`src/rtl/vca_pkg.sv`:
```
package vca_pkg;

  localparam int unsigned VCA_CNT_MAX_W = 16;

  typedef enum logic [1:0] {
    ARB_IDLE  = 2'd0,
    ARB_LANE0 = 2'd1,
    ARB_LANE1 = 2'd2
  } arb_state_e;

  // Wait window ends in the cycle whose count is one below the limit.
  function automatic logic window_done(input logic [VCA_CNT_MAX_W-1:0] cnt,
                                       input logic [VCA_CNT_MAX_W-1:0] lim);
    return ({1'b0, cnt} + 17'd1) >= {1'b0, lim};
  endfunction

  function automatic logic [1:0] lane_onehot(input arb_state_e s);
    case (s)
      ARB_LANE0: return 2'b01;
      ARB_LANE1: return 2'b10;
      default:   return 2'b00;
    endcase
  endfunction

  function automatic arb_state_e opposite(input arb_state_e s);
    return (s == ARB_LANE1) ? ARB_LANE0 : ARB_LANE1;
  endfunction

endpackage

```
`src/rtl/vca_req_decode.sv`:
```
module vca_req_decode #(
  parameter int unsigned LANES = 2
) (
  input  logic [LANES-1:0] lane_empty,
  output logic [LANES-1:0] lane_req
);
  for (genvar i = 0; i < LANES; i++) begin : g_lane
    assign lane_req[i] = ~lane_empty[i];
  end
endmodule

```
`src/rtl/vca_wait_timer.sv`:
```
module vca_wait_timer
  import vca_pkg::*;
#(
  parameter int unsigned CNT_W = 8
) (
  input  logic             clk,
  input  logic             rst_n,
  input  logic             run,
  input  logic             restart,
  input  logic [CNT_W-1:0] limit,
  output logic [CNT_W-1:0] count,
  output logic             expired
);
  localparam logic [CNT_W-1:0] ONE = CNT_W'(1);

  always_ff @(posedge clk) begin
    if (!rst_n)       count <= '0;
    else if (restart) count <= '0;
    else if (run)     count <= count + ONE;
  end

  assign expired = run && window_done(VCA_CNT_MAX_W'(count), VCA_CNT_MAX_W'(limit));
endmodule

```
`src/rtl/vca_state_fsm.sv`:
```
module vca_state_fsm
  import vca_pkg::*;
(
  input  logic       clk,
  input  logic       rst_n,
  input  logic [1:0] lane_req,
  input  logic       fcu_grant,
  input  logic       tail_done,
  input  logic       expired,
  output arb_state_e state,
  output logic       lock_q,
  output logic       strobe_q,
  output logic       run,
  output logic       restart,
  output logic       lock_evt,
  output logic       release_evt
);
  arb_state_e nxt;
  logic       nxt_lock, start, keep, own_req, oth_req;

  always_comb begin
    nxt         = state;
    nxt_lock    = lock_q;
    start       = 1'b0;
    keep        = 1'b0;
    lock_evt    = 1'b0;
    release_evt = 1'b0;
    own_req     = (state == ARB_LANE1) ? lane_req[1] : lane_req[0];
    oth_req     = (state == ARB_LANE1) ? lane_req[0] : lane_req[1];
    case (state)
      ARB_IDLE: begin
        nxt_lock = 1'b0;
        if (lane_req[0])      begin nxt = ARB_LANE0; start = 1'b1; end
        else if (lane_req[1]) begin nxt = ARB_LANE1; start = 1'b1; end
      end
      ARB_LANE0, ARB_LANE1: begin
        if (lock_q) begin
          if (tail_done) begin
            release_evt = 1'b1;
            nxt_lock    = 1'b0;
            if (oth_req)      begin nxt = opposite(state); start = 1'b1; end
            else if (own_req) start = 1'b1;
            else              nxt = ARB_IDLE;
          end
        end else if (fcu_grant) begin
          lock_evt = 1'b1;
          nxt_lock = 1'b1;
        end else if (!own_req) begin
          if (oth_req) begin nxt = opposite(state); start = 1'b1; end
          else         nxt = ARB_IDLE;
        end else if (expired) begin
          if (oth_req) begin nxt = opposite(state); start = 1'b1; end
        end else begin
          keep = 1'b1;
        end
      end
      default: begin
        nxt      = ARB_IDLE;
        nxt_lock = 1'b0;
      end
    endcase
  end

  assign run     = (state != ARB_IDLE) && !lock_q;
  assign restart = !keep;

  always_ff @(posedge clk) begin
    if (!rst_n) begin
      state    <= ARB_IDLE;
      lock_q   <= 1'b0;
      strobe_q <= 1'b0;
    end else begin
      state    <= nxt;
      lock_q   <= nxt_lock;
      strobe_q <= start;
    end
  end
endmodule

```
`src/rtl/vc_lane_arbiter.sv`:
```
module vc_lane_arbiter
  import vca_pkg::*;
#(
  parameter int unsigned CNT_W = 8
) (
  input  logic             clk,
  input  logic             rst_n,
  input  logic [1:0]       lane_empty,
  input  logic             fcu_grant,
  input  logic             tail_done,
  input  logic [CNT_W-1:0] wait_limit,
  output logic [1:0]       lane_gnt,
  output logic             req_valid
);
  logic [1:0]       lane_req;
  arb_state_e       state;
  logic             lock_q, strobe_q, run, restart, lock_evt, release_evt;
  logic             expire_evt;
  logic [CNT_W-1:0] wait_count;

  vca_req_decode #(.LANES(2)) u_decode (
    .lane_empty(lane_empty),
    .lane_req  (lane_req)
  );

  vca_wait_timer #(.CNT_W(CNT_W)) u_timer (
    .clk    (clk),
    .rst_n  (rst_n),
    .run    (run),
    .restart(restart),
    .limit  (wait_limit),
    .count  (wait_count),
    .expired(expire_evt)
  );

  vca_state_fsm u_fsm (
    .clk        (clk),
    .rst_n      (rst_n),
    .lane_req   (lane_req),
    .fcu_grant  (fcu_grant),
    .tail_done  (tail_done),
    .expired    (expire_evt),
    .state      (state),
    .lock_q     (lock_q),
    .strobe_q   (strobe_q),
    .run        (run),
    .restart    (restart),
    .lock_evt   (lock_evt),
    .release_evt(release_evt)
  );

  assign lane_gnt  = lane_onehot(state);
  assign req_valid = strobe_q;
endmodule

```
`config.mk`:
```
export PLATFORM = sky130hd
export DESIGN_NAME = vc_lane_arbiter
export DESIGN_NICKNAME = d
export VERILOG_FILES = /design/src/rtl/vca_pkg.sv /design/src/rtl/vca_req_decode.sv /design/src/rtl/vca_wait_timer.sv /design/src/rtl/vca_state_fsm.sv /design/src/rtl/vc_lane_arbiter.sv
export SDC_FILE = /design/constraint.sdc
export NUM_CORES = 1
export LEC_CHECK = 0
export BUFFER_PORTS_ARGS = -buffer_cell sky130_fd_sc_hd__buf_2
export CORE_ASPECT_RATIO = 0.9
export CORE_MARGIN = 2
export CORE_UTILIZATION = 47
export CTS_BUF_LIST = sky130_fd_sc_hd__clkbuf_2 sky130_fd_sc_hd__clkbuf_4 sky130_fd_sc_hd__clkbuf_8
export DETAILED_ROUTE_END_ITERATION = 7
export MAX_ROUTING_LAYER = met4
export PLACE_DENSITY_LB_ADDON = 0.05
export SLEW_MARGIN = 20
export SYNTH_ARGS = -nofsm -noshare
export SYNTH_HDL_FRONTEND = slang
export SYNTH_HIERARCHICAL = 1
export SYNTH_SLANG_ARGS = --single-unit
```
`constraint.sdc`:
```
create_clock -name clk -period 4.4 [get_ports clk]
set_clock_uncertainty 0.2 [all_clocks]
set_input_delay 0.22 -clock clk [delete_from_list [all_inputs] [get_ports clk]]
set_output_delay 0.22 -clock clk [all_outputs]
set_load 0.1 [all_outputs]
```
==> run_results.csv <==
group,metric,value,unit
synth,syn-num-nets,156,
placed_design,hpwl,1.519,mm
placed_design,placed_area,0.001096,mm²
final_layout,finalNonFillerCells,172,
detailed_routing,drtIter0Drc,12,
power,power_density,450.3,mW/mm²
power,vdd_drop_max,371.5,µV
power,power_leakage,0.0005549,µW
timing,setup_viol,0,
detailed_routing,ant_nets,0,
clocking,hold_buffers,0,
floorplanning,die_area,0.002535,mm²
timing,hold_viol_final,0,
final_layout,drive_gt1_share,20.41,%
clocking,htree_levels,1,
timing,fmax,339.0,MHz
detailed_routing,routed_wl,1.864,mm
floorplanning,core_area,0.001971,mm²
timing,finalCriticalPeriod,2.950,ns
placed_design,gp_congestion,0.9788,
grt,gr-total-overflow,0,
clocking,ctsLongestPathBuffers,2,
final_layout,final_core_util,57.46,%
worst_hold_path,hp-class,"in2reg",
final_layout,areaGrowthSynthToFinish,12.14,%
timing,slew_violations,0,
final_layout,final_nets,175,
floorplanning,io_pins,17,
detailed_routing,drc,0,
timing,slew_headroom,60.92,%
critical_path,end_kind,"register",
synth,syn-mean-instance-area,7.827,µm²
timing,whs,0.04447,ns
grt,grt_usage,17.83,%
clocking,post-cts-setup-buffers,0,
grt,grt_max_degree,9,
clocking,cts_made_buffers,3,
critical_path,path_max_fanout,8,
job,cap_viol_max_count,0,
final_layout,diodes,0,
clocking,cts_tree,"done",
placed_design,portBuffers,16,
detailed_routing,drt_pass1_iterations,4,
synth,yosys_warnings,6,
timing,rsz0062_at_grt,"no",
timing,setup-tns-final,0,ns
detailed_routing,wl_per_cell,10.84,µm
final_layout,final.fill_count,200,
detailed_routing,routed_via_density,5.064,
timing,tightest_slew,0.5841,ns
run_status,status,"complete, no violations",
grt,grt_pass1_vias,706,
synth,postSynthCellCount,129,
critical_path,crit_type,"reg2reg",
grt,grt_pass1_wl,3.070,mm
placed_design,dp_cells,168,
critical_path,worstPathArrival,2.96,ns
final_layout,fin_area,0.001132,mm²
synth,synth.cell_area,0.001010,mm²
grt,antenna_found_initial,0,
clocking,cts_sinks,12,
floorplanning,die_w,52.86,µm
detailed_routing,vias,871,
critical_path,cp.required,4.41,ns
floorplanning,die_h,47.97,µm
timing,finalCritPeriodShare,67.05,%
floorplanning,rows,15,
clocking,cts_resized,0,
critical_path,startpoint_type,"register",
clocking,clk_latency,0.27,ns
clocking,clkTransAtPathRegs,0.07,ns
clocking,cts-root-buf,"clkbuf_4",
floorplanning,start_util,51.24,%
[final cells by class]
class / count / area (µm²) / area share (%)
clock buffer: 4 / 36.28 / 3.204
timing repair buffer: 16 / 80.08 / 7.072
multi-input combinational: 102 / 695.7 / 61.44
tap: 25 / 31.28 / 2.762
sequential: 12 / 240.2 / 21.22
inverter: 13 / 48.80 / 4.309
[registers in the layout, summed over array words and instances (netlist names)]
| signal | cells |
|---|---|
| u_fsm/lock_q | 1 |
| u_fsm/state | 2 |
| u_fsm/strobe_q | 1 |
| u_timer/count | 8 |
[worst paths after layout]
kind                                  from                             to  slack [ns]  cells after the start
min                                  rst_n        u_fsm/lock_q$_SDFF_PN0_        0.04                      2
max          u_timer/count[0]$_SDFFE_PP0P_  u_timer/count[2]$_SDFFE_PP0P_        1.45                     13
min reg2reg    u_fsm/state[0]$_SDFFE_PN0P_    u_fsm/state[0]$_SDFFE_PN0P_        0.32                      2
max reg2reg  u_timer/count[0]$_SDFFE_PP0P_  u_timer/count[2]$_SDFFE_PP0P_        1.45                     13
[where the power goes]
part           leakage, µW  total, µW  internal, µW  switching [µW]
logic             0.000437        285          88.6             196
clock network    0.0000210       86.6          50.4            36.2
registers        0.0000974        138           123            15.2
[cell usage in the layout, fill, tap and decap left out, drive strengths merged]
master / count
nor2: 18
buf: 16
nand2: 16
inv: 13
ha: 13
dfxtp: 12
xor2: 9
a21oi: 8
o21ai: 5
and3: 5
mux2i: 4
xnor2: 4
clkbuf: 4
nor2b: 3
nand3: 3
a31oi: 2
o22ai: 2
nand2b: 2
or2b: 2
and2b: 1
o32ai: 1
a21o: 1
or3: 1
nor4: 1
nand4: 1
[per-layer routing]
| metal | routed length, µm | global-route usage [%] | vias to the layer above | share of wire, % |
|---|---|---|---|---|
| li1 | - | - | 465 | - |
| met1 | 962 | 23.87 | 385 | 52 |
| met2 | 791 | 26.00 | 19 | 42 |
| met3 | 95 | 5.625 | 2 | 5.1 |
| met4 | 15 | 4.615 | 0 | 0.80 |
| met5 | 0 | - | - | 0 |
[per-stage QoR]
step           setup WS [ns]  power (µW)
2_1_floorplan          1.645       390.1
3_3_place_gp           1.557       422.0
3_5_place_dp           1.449       422.9
4_1_cts                1.434       511.0
5_1_grt                1.146       542.9
6_report               1.450       509.9
[critical path, cell delays in order (launching register included)]
cell and delay (ns):
dfxtp_1 0.37, ha_1 0.26, and3_2 0.25, and3_1 0.21, xor2_1 0.14, ha_1 0.29
a21oi_1 0.13, o21ai_0 0.09, a21oi_1 0.13, o22ai_1 0.11, a21oi_2 0.15, nand2_1 0.07
or2b_2 0.36, nor2_1 0.12
Note: power is estimated with default switching activity, not from simulation.
